## config.mk

```make
export PLATFORM = sky130hd
export DESIGN_NAME = vco_dac_centering_cal
export DESIGN_NICKNAME = d
export VERILOG_FILES = /design/src/rtl/cal_pkg.sv /design/src/rtl/cal_settle_timer.sv /design/src/rtl/cal_step_unit.sv /design/src/rtl/cal_result_bank.sv /design/src/rtl/vco_dac_centering_cal.sv
export SDC_FILE = /design/constraint.sdc
export NUM_CORES = 1
export LEC_CHECK = 0
export BUFFER_PORTS_ARGS = -buffer_cell sky130_fd_sc_hd__buf_2
export CAP_MARGIN = 25
export CORE_MARGIN = 5
export CORE_UTILIZATION = 30
export CTS_CLUSTER_SIZE = 8
export DETAILED_ROUTE_END_ITERATION = 7
export GPL_TIMING_DRIVEN = 0
export PLACE_DENSITY = 0.6
export SKIP_LAST_GASP = 1
export SYNTH_ARGS = -nofsm -noshare
export SYNTH_HDL_FRONTEND = slang
export SYNTH_SLANG_ARGS = --single-unit
```

## constraint.sdc

```tcl
create_clock -name clk -period 2.55 [get_ports clk]
set_clock_uncertainty 0.05 [all_clocks]
set_input_delay 0.255 -clock clk [delete_from_list [all_inputs] [get_ports clk]]
set_output_delay 0.255 -clock clk [all_outputs]
set_load 0.005 [all_outputs]
```

## src/rtl/cal_pkg.sv

```systemverilog
// Package: shared types for the oscillator DAC centering calibrator.
// Assumes: nothing beyond standard SystemVerilog.
package cal_pkg;

    // Sequencer states of the calibration controller.
    typedef enum logic [1:0] {
        ST_IDLE    = 2'd0,
        ST_NOMINAL = 2'd1,
        ST_SETTLE  = 2'd2,
        ST_SAMPLE  = 2'd3
    } cal_state_t;

endpackage

```

## src/rtl/cal_settle_timer.sv

```systemverilog
// Module: settling timer. It is loaded with a count on every DAC write and
// counts down to zero. expired_o is high while the count is zero.
// Assumes: the controller loads the timer on the same edge as each DAC write.
module cal_settle_timer #(
    parameter int CNT_W = 8
) (
    input  logic             clk,
    input  logic             rst_n,
    input  logic             load_i,
    input  logic [CNT_W-1:0] load_val_i,
    output logic             expired_o
);

    logic [CNT_W-1:0] cnt_q;

    // Load on a DAC write, otherwise count down and hold at zero.
    always_ff @(posedge clk) begin
        if (!rst_n) begin
            cnt_q <= '0;
        end else if (load_i) begin
            cnt_q <= load_val_i;
        end else if (cnt_q != '0) begin
            cnt_q <= cnt_q - CNT_W'(1);
        end
    end

    assign expired_o = (cnt_q == '0);

    // an unloaded, non-zero count drops by exactly one per cycle.
    a_r4_settle_countdown: assert property (@(posedge clk) disable iff (!rst_n)
        ($past(cnt_q) != '0 && !$past(load_i)) |-> (cnt_q == $past(cnt_q) - CNT_W'(1)));

endmodule

```

## src/rtl/cal_step_unit.sv

```systemverilog
// Module: step decision logic. From the current code and the comparator bit it
// produces the one-LSB next code, a polarity-flip flag and a rail flag.
// Assumes: ref_valid_i is low for the first sample of a zone.
module cal_step_unit #(
    parameter int DAC_W = 8
) (
    input  logic [DAC_W-1:0] code_i,
    input  logic             above_i,
    input  logic             ref_valid_i,
    input  logic             ref_above_i,
    output logic [DAC_W-1:0] next_code_o,
    output logic             flip_o,
    output logic             rail_o
);

    localparam logic [DAC_W-1:0] CODE_MAX = {DAC_W{1'b1}};

    logic at_floor;
    logic at_ceiling;

    // Decide the direction and detect a flip or a blocked step.
    always_comb begin
        at_floor    = (code_i == '0);
        at_ceiling  = (code_i == CODE_MAX);
        flip_o      = ref_valid_i && (above_i != ref_above_i);
        rail_o      = !flip_o && (above_i ? at_floor : at_ceiling);
        next_code_o = above_i ? (code_i - DAC_W'(1)) : (code_i + DAC_W'(1));
    end

endmodule

```

## src/rtl/cal_result_bank.sv

```systemverilog
// Module: per-zone result storage, one code and one error flag per zone,
// written by the controller and read combinationally.
// Assumes: at most one write per cycle; out-of-range reads return zero.
module cal_result_bank #(
    parameter int NUM_ZONES = 4,
    parameter int DAC_W     = 8,
    parameter int ZONE_W    = 2
) (
    input  logic              clk,
    input  logic              rst_n,
    input  logic              wr_en_i,
    input  logic [ZONE_W-1:0] wr_zone_i,
    input  logic [DAC_W-1:0]  wr_code_i,
    input  logic              wr_err_i,
    input  logic [ZONE_W-1:0] rd_zone_i,
    output logic [DAC_W-1:0]  rd_code_o,
    output logic              rd_err_o
);

    localparam logic [DAC_W-1:0] CODE_MAX = {DAC_W{1'b1}};

    logic [DAC_W-1:0] code_mem [NUM_ZONES];
    logic             err_mem  [NUM_ZONES];

    // Clear on reset, then write the addressed zone's entry.
    always_ff @(posedge clk) begin
        for (int z = 0; z < NUM_ZONES; z++) begin
            if (!rst_n) begin
                code_mem[z] <= '0;
                err_mem[z]  <= 1'b0;
            end else if (wr_en_i && (32'(wr_zone_i) == z)) begin
                code_mem[z] <= wr_code_i;
                err_mem[z]  <= wr_err_i;
            end
        end
    end

    // Combinational read port.
    always_comb begin
        rd_code_o = '0;
        rd_err_o  = 1'b0;
        for (int z = 0; z < NUM_ZONES; z++) begin
            if (32'(rd_zone_i) == z) begin
                rd_code_o = code_mem[z];
                rd_err_o  = err_mem[z];
            end
        end
    end

    // an error entry always carries a rail code.
    a_r6_err_on_rail: assert property (@(posedge clk) disable iff (!rst_n)
        (wr_en_i && wr_err_i) |-> (wr_code_i == '0 || wr_code_i == CODE_MAX));

    // writes only address existing zones.
    a_r7_zone_in_range: assert property (@(posedge clk) disable iff (!rst_n)
        wr_en_i |-> (32'(wr_zone_i) < NUM_ZONES));

endmodule

```

## src/rtl/vco_dac_centering_cal.sv

```systemverilog
// Module: top of the oscillator DAC centering calibrator. It sequences the zones,
// loads the divider values, writes the nominal code, and steps one LSB per
// settled comparator sample until the polarity flips or a rail is hit. Each
// outcome is stored in the result bank.
// Assumes: the comparator is valid after the programmed settling time; the
// rate inputs stay stable during a run.
module vco_dac_centering_cal #(
    parameter int NUM_ZONES = 4,
    parameter int DAC_W     = 8,
    parameter int RATE_W    = 8,
    parameter int SETTLE_W  = 8,
    parameter int ZONE_W    = (NUM_ZONES > 1) ? $clog2(NUM_ZONES) : 1
) (
    input  logic                        clk,
    input  logic                        rst_n,
    input  logic                        start_i,
    input  logic [SETTLE_W-1:0]         settle_cycles_i,
    input  logic [DAC_W-1:0]            nominal_code_i,
    input  logic [NUM_ZONES*RATE_W-1:0] rate_num_tab_i,
    input  logic [NUM_ZONES*RATE_W-1:0] rate_den_tab_i,
    input  logic                        cmp_above_i,
    input  logic [ZONE_W-1:0]           rd_zone_i,
    output logic                        busy_o,
    output logic                        done_o,
    output logic                        rate_load_o,
    output logic [RATE_W-1:0]           rate_num_o,
    output logic [RATE_W-1:0]           rate_den_o,
    output logic                        dac_wr_o,
    output logic [DAC_W-1:0]            dac_code_o,
    output logic [DAC_W-1:0]            rd_code_o,
    output logic                        rd_err_o
);

    import cal_pkg::*;

    localparam logic [ZONE_W-1:0] LAST_ZONE = ZONE_W'(NUM_ZONES - 1);

    cal_state_t          state_q;
    logic [ZONE_W-1:0]   zone_q;
    logic [ZONE_W-1:0]   zone_nxt;
    logic [DAC_W-1:0]    code_q;
    logic [DAC_W-1:0]    nominal_q;
    logic [SETTLE_W-1:0] settle_q;
    logic                dac_wr_q;
    logic                load_q;
    logic [RATE_W-1:0]   num_q;
    logic [RATE_W-1:0]   den_q;
    logic                busy_q;
    logic                done_q;
    logic                ref_valid_q;
    logic                ref_above_q;

    logic [RATE_W-1:0]   num_arr [NUM_ZONES];
    logic [RATE_W-1:0]   den_arr [NUM_ZONES];

    logic [DAC_W-1:0]    step_code;
    logic                step_flip;
    logic                step_rail;
    logic                zone_end;
    logic                timer_load;
    logic                timer_expired;

    // Unpack the flat per-zone rate inputs into one field per zone.
    for (genvar z = 0; z < NUM_ZONES; z++) begin : g_rate_unpack
        assign num_arr[z] = rate_num_tab_i[z*RATE_W +: RATE_W];
        assign den_arr[z] = rate_den_tab_i[z*RATE_W +: RATE_W];
    end

    cal_step_unit #(
        .DAC_W (DAC_W)
    ) step_i (
        .code_i      (code_q),
        .above_i     (cmp_above_i),
        .ref_valid_i (ref_valid_q),
        .ref_above_i (ref_above_q),
        .next_code_o (step_code),
        .flip_o      (step_flip),
        .rail_o      (step_rail)
    );

    // A zone ends on a sample that flips polarity or hits a rail.
    assign zone_end   = (state_q == ST_SAMPLE) && (step_flip || step_rail);
    // Every DAC write restarts the settling timer.
    assign timer_load = (state_q == ST_NOMINAL) || ((state_q == ST_SAMPLE) && !zone_end);
    assign zone_nxt   = zone_q + ZONE_W'(1);

    cal_settle_timer #(
        .CNT_W (SETTLE_W)
    ) timer_i (
        .clk        (clk),
        .rst_n      (rst_n),
        .load_i     (timer_load),
        .load_val_i (settle_q),
        .expired_o  (timer_expired)
    );

    cal_result_bank #(
        .NUM_ZONES (NUM_ZONES),
        .DAC_W     (DAC_W),
        .ZONE_W    (ZONE_W)
    ) bank_i (
        .clk       (clk),
        .rst_n     (rst_n),
        .wr_en_i   (zone_end),
        .wr_zone_i (zone_q),
        .wr_code_i (code_q),
        .wr_err_i  (step_rail),
        .rd_zone_i (rd_zone_i),
        .rd_code_o (rd_code_o),
        .rd_err_o  (rd_err_o)
    );

    // Main sequencer: zone order, strobes, code stepping and completion.
    always_ff @(posedge clk) begin
        if (!rst_n) begin
            state_q     <= ST_IDLE;
            zone_q      <= '0;
            code_q      <= '0;
            nominal_q   <= '0;
            settle_q    <= '0;
            dac_wr_q    <= 1'b0;
            load_q      <= 1'b0;
            num_q       <= '0;
            den_q       <= '0;
            busy_q      <= 1'b0;
            done_q      <= 1'b0;
            ref_valid_q <= 1'b0;
            ref_above_q <= 1'b0;
        end else begin
            dac_wr_q <= 1'b0;
            load_q   <= 1'b0;
            done_q   <= 1'b0;
            unique case (state_q)
                ST_IDLE: begin
                    if (start_i) begin
                        nominal_q   <= nominal_code_i;
                        settle_q    <= settle_cycles_i;
                        zone_q      <= '0;
                        num_q       <= num_arr[0];
                        den_q       <= den_arr[0];
                        load_q      <= 1'b1;
                        busy_q      <= 1'b1;
                        ref_valid_q <= 1'b0;
                        state_q     <= ST_NOMINAL;
                    end
                end
                ST_NOMINAL: begin
                    code_q   <= nominal_q;
                    dac_wr_q <= 1'b1;
                    state_q  <= ST_SETTLE;
                end
                ST_SETTLE: begin
                    if (timer_expired) begin
                        state_q <= ST_SAMPLE;
                    end
                end
                ST_SAMPLE: begin
                    if (zone_end) begin
                        ref_valid_q <= 1'b0;
                        if (zone_q == LAST_ZONE) begin
                            busy_q  <= 1'b0;
                            done_q  <= 1'b1;
                            state_q <= ST_IDLE;
                        end else begin
                            zone_q  <= zone_nxt;
                            num_q   <= num_arr[zone_nxt];
                            den_q   <= den_arr[zone_nxt];
                            load_q  <= 1'b1;
                            state_q <= ST_NOMINAL;
                        end
                    end else begin
                        if (!ref_valid_q) begin
                            ref_above_q <= cmp_above_i;
                        end
                        ref_valid_q <= 1'b1;
                        code_q      <= step_code;
                        dac_wr_q    <= 1'b1;
                        state_q     <= ST_SETTLE;
                    end
                end
                default: state_q <= ST_IDLE;
            endcase
        end
    end

    assign busy_o      = busy_q;
    assign done_o      = done_q;
    assign rate_load_o = load_q;
    assign rate_num_o  = num_q;
    assign rate_den_o  = den_q;
    assign dac_wr_o    = dac_wr_q;
    assign dac_code_o  = code_q;

    // divider loads happen only inside a run.
    a_r1_load_while_busy: assert property (@(posedge clk) disable iff (!rst_n)
        rate_load_o |-> busy_o);

    // the cycle after a load writes the captured nominal code.
    a_r2_nominal_after_load: assert property (@(posedge clk) disable iff (!rst_n)
        rate_load_o |=> (dac_wr_o && dac_code_o == nominal_q));

    // a write not preceded by a load moves the code by exactly one LSB.
    a_r3_unit_step: assert property (@(posedge clk) disable iff (!rst_n)
        (dac_wr_o && !$past(rate_load_o)) |->
        (dac_code_o == $past(dac_code_o) + DAC_W'(1) || dac_code_o == $past(dac_code_o) - DAC_W'(1)));

    // done is a single-cycle pulse and comes with busy low.
    a_r8_done_pulse: assert property (@(posedge clk) disable iff (!rst_n)
        done_o |=> !done_o);

    a_r8_done_not_busy: assert property (@(posedge clk) disable iff (!rst_n)
        done_o |-> !busy_o);

endmodule

```

==> results of run 1 <==
==> cell families after synthesis <==
| logic type | count (synthesis) | share of synthesized area |
|---|---|---|
| AOI/OAI and AO/OA | 117 | 0.166 |
| xor gates and xnor gates | 12 | 0.0216 |
| and+or+nand+nor | 191 | 0.188 |
| buffers and inverters | 44 | 0.0369 |
| muxes | 28 | 0.0847 |
| adders and majority gates | 17 | 0.0452 |
| DFF | 94 | 0.458 |
==> state kept, by name, summed over array words and instances, names as in the netlist, 2 cells and up <==
name             flops
bank_i.code_mem     32
dac_code_o           8
nominal_q            8
rate_den_o           8
rate_num_o           8
settle_q             8
timer_i.cnt_q        8
bank_i.err_mem       4
state_q              2
zone_q               2
==> power breakdown <==
part	switching [W]	leakage (nW)	internal, W	total [W]
Sequential	0.000249	0.845	0.00185	0.00210
Combinational	0.00114	1.43	0.000775	0.00192
Clock	0.000639	0.133	0.000681	0.00132
==> tightest hold or removal path, delay by kind of cell <==
family / cells / cell delay, ns
and+or+nand+nor: 1 / 0.05
buffers and inverters: 1 / 0.10
AOI/OAI and AO/OA: 1 / 0.05
==> cell type report <==
type                       instances  area (sq um)  area share
timing repair buffer             120           601      0.0988
inverter                          12          45.0     0.00741
clock inverter                     6          55.1     0.00906
sequential                        94          2230       0.367
multi-input combinational        365          2510       0.413
tap                              216           270      0.0445
clock buffer                      10           229      0.0377
buffer                            31           138      0.0226
==> worst paths after layout <==
kind	slack, ns	depth (start not counted)	start	endpoint
max	0.13	5	dac_code_o[2]	bank_i.code_mem[2][4]
min	0.08	3	settle_cycles_i[2]	settle_q[2]
max reg2reg	0.13	5	dac_code_o[2]	bank_i.code_mem[2][4]
min reg2reg	0.41	2	rate_num_o[3]	rate_num_o[3]
==> per-stage QoR <==
stage          instances  setup slack (ns)  setup TNS [ns]  instance area (sq um)  hold slack [ns]
6_report             854             0.135               0                   6080           0.0791
5_1_grt              854           -0.0194          -0.133                   6080           0.0877
4_1_cts              854            0.0127               0                   6040           0.0753
3_5_place_dp         839            -0.700           -8.03                   5750            0.401
3_3_place_gp         839            -0.648           -6.88                   5750            0.396
2_1_floorplan        503            0.0962               0                   4880            0.341
==> layout by cell type, fill, tap and decap left out, drive strengths merged, types with 3 or more instances in the layout <==
master / instances
mux4: 9
nand2: 94
nor2: 17
clkbuf: 31
a31oi: 3
edfxtp: 35
nor3: 5
nor4: 6
nand3: 7
dfxtp: 59
a21oi: 26
o21ai: 28
mux2i: 3
buf: 130
a211oi: 6
o2111ai: 17
and4: 3
mux2: 16
ha: 16
and2: 35
xnor2: 5
nand4: 10
xor2: 7
and3: 6
o211ai: 3
o22ai: 16
inv: 15
nor2b: 4
==> per-layer routing <==
layer  up-vias  track usage
li1       2108            -
met1      2040        0.186
met2       136        0.250
met3        19       0.0402
met4         0       0.0510
met5         -            0
==> flow_summary.toml, run 1 <==
[outcome]
outcome = "completed"

[clocking]
clock_path_buffers = 2
root_buffer = "clkbuf_16"
ctsResizeCount = 5
cts.sinks = 94
cts_hold_buffers = 0
path_clk_slew_ns = 0.07
cts_tree = "done"
cts_setup_buffers = 0
h-tree-depth = 3
cts_buffers = 9
clk_latency_ns = 0.36

[global_route]
antenna_found_initial = 0
grt_pass1_vias = 4341
grt_max_degree = 18
gr-usage-all-layers = 0.150
grt_pass1_wl_um = 21900
grt-ovfl-total = 0

[flow_run]
maxCapViolations = 0

[final_layout]
drive_above_1_share = 0.290
fin_util = 0.381
fin_nets = 736
fill_cells = 1642
diodes = 0
syn2layout_area_growth_pct = 24.7

[synth]
ys_seq_elements = 94
yosys.area.top_type = "dfxtp_1"
synth.most_common_cell = "nand2_1"
yosysTopAreaCellShare = 0.242
ys.flop_type = "dfxtp_1"
netlist_area_sq_mm = 0.00488
synth_common_cells = "94 x nand2_1, 59 x dfxtp_1, 35 x and2_1, 35 x edfxtp_1, 28 x o21ai_0"
syn_avg_cell_area_sq_um = 9.69
syn_nets = 606
synth_area_leaders = "dfxtp_1 24%, edfxtp_1 22%, nand2_1 7.2%"
synthCells = 503
async_reset_ff_frac = 0
yosysUniqueCellTypes = 51
synth_edf_count = 35
yosysWarnings = 0
ys_seq_area_frac = 0.458

[pwr]
vdd_drop_max_mv = 0.434
power_density_mw_per_mm2 = 878
p_leak_nw = 2.40
finalPower_w = 0.00534

[worst_setup_path]
slowest_delay_ns = 0.58
path_max_fanout = 9
crit_buf_inv = 0
path_class = "flip-flop to flip-flop"
cp-start-kind = "flip-flop"
worstSetupEndpointType = "flip-flop"
slowest_stage = "or4_4"
cp.required_ns = 2.52
worstPathArrival_ns = 2.38
crit_top_cell = "nand2_1"
worstPathCellList = "nand4_1 -> or4_4 -> a31oi_4 -> nand2_1 -> nand2_1"
critPathTopFamily = "simple AND/OR/NAND/NOR gates"

[floorplan]
dieArea_sq_mm = 0.0189
die_w_um = 137
core-area_sq_mm = 0.0159
start_util = 0.306
rows = 46
fp.dieH_um = 137
num_io_pins = 123

[routing]
met2_length_um = 7000
drc = 0
dr_total_vias = 4303
dr.pass1.iters = 5
vias_per_cell = 5.04
wl_met3_um = 890
maxUsedRoutingLayer = "met4"
post_drt_wl_per_cell_um = 16.6
ant_nets = 0
wl_um = 14200
wirelength_met1_um = 6060
drt_iter0_markers = 197

[timing]
fmax_ghz = 0.414
finalHoldViolCount = 0
drv_slew = 0
max_slew.worst_pin.slew_ns = 0.810
finalSetupViolations = 0
period_minus_slack_ns = 2.42
post-route-period-util = 0.947
max-slew-margin-rel = 0.460

[worst_hold_path]
hold_path.class = "input pin to flip-flop"

[placement]
portBuffers = 120
gp_congestion = 0.805
dpl.hpwl_um = 10700
(Power assumes the default switching activity.)
==> run 2: changes to the inputs <==
SETUP_SLACK_MARGIN = 0.2   (was not set)
==> run 2 against run 1 <==
Effect of this change:
- flip-flop and latch count unchanged
- sequential power is essentially flat
- worst hold slack gained 0.015 ns
- final cell count grew 0.82%
- non-clock buffer count rose by 6
==> flow_summary.toml, run 2 (same netlist as run 1, synthesis figures left out) <==
[outcome]
outcome = "completed"

[placement]
portBuffers = 120
gp_congestion = 0.791
dpl.hpwl_um = 10700

[final_layout]
syn2layout_area_growth_pct = 28.4
diodes = 0
largest_reg_flops = 32
drive_above_1_share = 0.322
fin_nets = 743
layout_common_cells = "125 x buf_2, 89 x nand2_1, 53 x dfxtp_1, 35 x and2_1, 35 x edfxtp_1"
final_common_cell = "buf_2"
top_register = "bank_i.code_mem"
fill_cells = 1634

[routing]
post_drt_wl_per_cell_um = 16.5
maxUsedRoutingLayer = "met5"
wl_um = 14200
ant_nets = 0
vias_per_cell = 5.02
drc = 0
drt_iter0_markers = 144
met2_length_um = 7160
dr.pass1.iters = 4
wl_met3_um = 744
wirelength_met1_um = 6090
dr_total_vias = 4320

[worst_setup_path]
cp.required_ns = 2.77
regToRegSetupSlack_ns = 0.29
crit_top_cell = "nand4_1"
timing.rr.end = "timer_i.cnt_q[6]"
worstPathArrival_ns = 2.48
worstSetupStartpoint = "dac_code_o[0]"
path_max_fanout = 10
critical_path.endpoint = "timer_i.cnt_q[6]"
cp-start-kind = "flip-flop"
worstSetupEndpointType = "flip-flop"
slowest_delay_ns = 0.60
path_class = "flip-flop to flip-flop"
worstPathCellList = "clkbuf_4 -> nand4_1 -> or4_4 -> a41oi_4 -> buf_2 -> nand4_1 -> o21ai_0"
rr_startpoint = "dac_code_o[0]"
reg2reg_depth = 7
slowest_stage = "or4_4"

[clocking]
cts_hold_buffers = 0
clk_latency_ns = 0.34
cts.sinks = 94
h-tree-depth = 3
path_clk_slew_ns = 0.07
cts_tree = "done"
cts_buffers = 9
clock_path_buffers = 2
root_buffer = "clkbuf_16"

[global_route]
grt_max_degree = 19
grt_pass1_wl_um = 21900
antenna_found_initial = 1
grt-ovfl-total = 0
grt_pass1_vias = 4321
gr-usage-all-layers = 0.149

[timing]
drv_slew = 0
fmax_ghz = 0.442
max_slew.worst_pin.slew_ns = 0.786
finalHoldViolCount = 0
finalSetupViolations = 0
period_minus_slack_ns = 2.26
post-route-period-util = 0.887
max-slew-margin-rel = 0.476
setup-tns-final_ns = 0
rsz0062_at_grt = "true"
hold-worst-slack_ns = 0.0938

[pwr]
p_leak_nw = 2.47
vdd_drop_max_mv = 0.354
power_density_mw_per_mm2 = 876

[worst_hold_path]
worstHoldStart = "nominal_code_i[6]"
hold_path.class = "input pin to flip-flop"

[floorplan]
core-area_sq_mm = 0.0159
num_io_pins = 123
dieArea_sq_mm = 0.0189
rows = 46
fp.dieH_um = 137
start_util = 0.306
die_w_um = 137

[flow_run]
maxCapViolations = 0
-- run 2: final cells by class --
cell class	instances	area (sq um)	share of cell area
inverter	12	48.8	0.00779
timing repair buffer	125	651	0.104
sequential	94	2240	0.358
clock buffer	9	225	0.0360
clock inverter	7	88.8	0.0142
tap	216	270	0.0432
buffer	32	176	0.0282
multi-input combinational	366	2560	0.409
-- run 2: routing by layer --
layer,track usage,up-vias
met1,0.189,2065
met4,0.0438,2
met3,0.0336,14
met2,0.254,110
li1,-,2129
met5,0,-
-- run 2: power breakdown --
| part | switching [W] | total (W) | internal (W) | leakage (nW) |
|---|---|---|---|---|
| sequential | 0.000255 | 0.00211 | 0.00186 | 0.848 |
| combinational | 0.00116 | 0.00197 | 0.000808 | 1.47 |
| clock | 0.000615 | 0.00140 | 0.000784 | 0.152 |
| total | 0.00203 | 0.00548 | 0.00345 | 2.47 |
-- run 2: worst min-delay path by stage --
stage / endpoint / slack (ns) / cells after the start
after floorplan: nominal_q[0] / 0.34 / 2
after global placement: rate_den_o[4] / 0.39 / 2
after detailed placement: settle_q[0] / 0.40 / 2
after CTS: settle_q[2] / 0.08 / 3
after global routing: settle_q[0] / 0.10 / 3
final: nominal_q[6] / 0.09 / 3
-- run 2: what timing repair did --
item	CTS	global route
resized for setup	14	34
cloned	0	1
endpoints found under the setup margin	59	93
buffers inserted	0	5
pin swaps	0	2
-- run 2: worst max-delay path, delay by kind of cell (launching register included) --
family,cells,cell delay (ns)
buf+inv,2,0.47
simple gates,3,0.90
compound gates,2,0.41
flops,1,0.35
-- run 2: through the flow --
stage	area [sq um]	total power, W	util	setup WS [ns]	std cells
2_1_floorplan	4880	0.00333	-	0.246	503
3_3_place_gp	5750	0.00395	0.361	-0.350	839
3_5_place_dp	5750	0.00404	0.361	-0.406	839
4_1_cts	6100	0.00547	0.383	0.0880	855
5_1_grt	6260	0.00586	0.393	0.168	861
6_report	6260	0.00548	0.393	0.288	861
==> run 3: changes to the inputs <==
SYNTH_HIERARCHICAL = 1   (was not set)
==> run 3 against run 2 <==
Effect of this change:
- first-iteration DRC count is 29% higher
- maximum frequency decreased by 0.10%
- global-route usage fell by 1.3 points
- design area is 3.3% higher
- via count grew 0.19%
- sequential power is 4% lower
- synthesized cell count decreased by 1.2%
- critical endpoint is now rate_num_o[5]
- largest cell class unchanged
==> flow_summary.toml, run 3 <==
[worst_setup_path]
path_max_fanout = 10
critPathTopFamily = "compound AO/OA/AOI/OAI gates"
cp-start-kind = "flip-flop"
worstPathCellList = "nand4_1 -> or4_4 -> a21oi_4 -> o21bai_2 -> a211oi_4 -> buf_6 -> nand2_4 -> buf_8 -> o22ai_2"
worstPathArrival_ns = 2.48
worstSetupEndpointType = "flip-flop"
slowest_stage = "or4_4"
crit_buf_inv = 2
cp.required_ns = 2.77
slowest_delay_ns = 0.50
path_class = "flip-flop to flip-flop"

[routing]
drc = 0
dr_total_vias = 4328
ant_nets = 0
post_drt_wl_per_cell_um = 15.7
dr.pass1.iters = 5
wl_um = 13600
drt_iter0_markers = 186
vias_per_cell = 5.00

[floorplan]
fp.dieH_um = 140
rows = 47
dieArea_sq_mm = 0.0196
start_util = 0.306
die_w_um = 140
num_io_pins = 123
core-area_sq_mm = 0.0166

[placement]
portBuffers = 120
placed_cells = 837
placed_cell_area_sq_mm = 0.00597
gp_congestion = 0.830
dpl.hpwl_um = 10400

[synth]
ys_seq_elements = 94
synth_common_cells = "85 x nand2_1, 59 x dfxtp_1, 40 x and2_1"
yosysWarnings = 6
ys.flop_type = "dfxtp_1"
synthCells = 497
yosys.area.top_type = "dfxtp_1"
yosysTopAreaCellShare = 0.233
synth_edf_count = 35
netlist_area_sq_mm = 0.00508
syn_avg_cell_area_sq_um = 10.2
yosysUniqueCellTypes = 63
syn_nets = 596
synth_area_leaders = "dfxtp_1 23%, edfxtp_1 21%, nand2_1 6.3%"
synth.most_common_cell = "nand2_1"
async_reset_ff_frac = 0
ys_seq_area_frac = 0.440

[outcome]
outcome = "completed"

[clocking]
clk_latency_ns = 0.34
root_buffer = "clkbuf_16"
cts.sinks = 94
h-tree-depth = 3
cts_tree = "done"
clock_path_buffers = 2
cts_buffers = 9
path_clk_slew_ns = 0.07

[pwr]
vdd_drop_max_mv = 0.390
finalPower_w = 0.00534
power_density_mw_per_mm2 = 826
p_leak_nw = 2.65

[timing]
drv_slew = 0
finalSetupViolations = 0
period_minus_slack_ns = 2.26
rsz0062_at_grt = "true"
max-slew-margin-rel = 0.595
max_slew.worst_pin.slew_ns = 0.606
post-route-period-util = 0.888
fmax_ghz = 0.442
finalHoldViolCount = 0

[worst_hold_path]
hold_path.class = "input pin to flip-flop"

[final_layout]
fin_nets = 740
instances_no_fill = 866
final_area_sq_mm = 0.00647
largest_reg_flops = 32
drive_above_1_share = 0.328
fill_cells = 1686
layout_common_cells = "131 x buf_2, 84 x nand2_1, 51 x dfxtp_1, 40 x and2_1, 35 x edfxtp_1"
top_register = "bank_i/code_mem"
syn2layout_area_growth_pct = 27.4
diodes = 0
final_common_cell = "buf_2"

[global_route]
grt_pass1_vias = 4329
grt_pass1_wl_um = 21600
gr-usage-all-layers = 0.136
grt_max_degree = 19
grt-ovfl-total = 0
antenna_found_initial = 1

[flow_run]
maxCapViolations = 0
## run 3: worst reg2reg max path, delay by kind of cell (launching register included)
kind                   cells  cell delay, ns
AO/OA/AOI/OAI              4            0.75
buffers and inverters      2            0.34
flip-flops                 1            0.37
AND/OR/NAND/NOR            3            0.69
## run 3: path summary, 6_finish.rpt
check                                   startpoint       endpoint  slack [ns]  depth (start not counted)
worst max register to register       dac_code_o[2]  rate_num_o[5]        0.29                          9
worst min-delay path            settle_cycles_i[2]    settle_q[2]         0.1                          3
worst min register to register         settle_q[4]    settle_q[4]        0.41                          2
worst max-delay path                 dac_code_o[2]  rate_num_o[5]        0.29                          9
## run 3: report_power, final
| group | switching [W] | internal, W | total (W) |
|---|---|---|---|
| combinational | 0.00107 | 0.000943 | 0.00201 |
| sequential | 0.000208 | 0.00183 | 0.00203 |
| clock | 0.000612 | 0.000684 | 0.00130 |
## run 3: cell families after synthesis
family,synth area share
AO/OA/AOI/OAI,0.186
XOR/XNOR,0.0155
flip-flops,0.440
adder cells (fa/ha/maj),0.0335
buffers and inverters,0.0406
multiplexers,0.0973
AND/OR/NAND/NOR,0.187
## run 3: cell type report
type / count / area [sq um] / area share
multi-input cells: 359 / 2710 / 0.418
clock inverters: 7 / 63.8 / 0.00986
repair buffers: 133 / 727 / 0.112
flip-flops and latches: 94 / 2260 / 0.349
inverters: 13 / 51.3 / 0.00793
clock buffers: 9 / 225 / 0.0348
plain buffers: 31 / 163 / 0.0251
well taps: 220 / 275 / 0.0426
## run 3: metal layers
| metal | share of wire | GRT usage | vias to the layer above |
|---|---|---|---|
| li1 | - | - | 2123 |
| met1 | 0.42 | 0.164 | 2088 |
| met2 | 0.52 | 0.243 | 99 |
| met3 | 0.042 | 0.0317 | 16 |
| met4 | 0.015 | 0.0377 | 2 |
| met5 | 0.0015 | 0 | - |
## run 3: repair_timing
action,4_1_cts,5_1_grt
buffers inserted,6,7
endpoints found under the hold margin,0,0
pin swaps,4,2
hold buffers,0,0
cloned,0,0
gates resized for setup,16,10
setup endpoints to repair,104,51
## run 3: per-stage QoR
stage / hold WS, ns / worst slack (ns) / TNS (ns) / utilization
6_report: 0.0994 / 0.286 / 0 / 0.390
5_1_grt: 0.0986 / 0.148 / 0 / 0.390
3_3_place_gp: 0.398 / -0.149 / -5.27 / 0.360
4_1_cts: 0.0857 / 0.213 / 0 / 0.385
3_5_place_dp: 0.402 / -0.225 / -8.47 / 0.360
2_1_floorplan: 0.340 / 0.234 / 0 / -
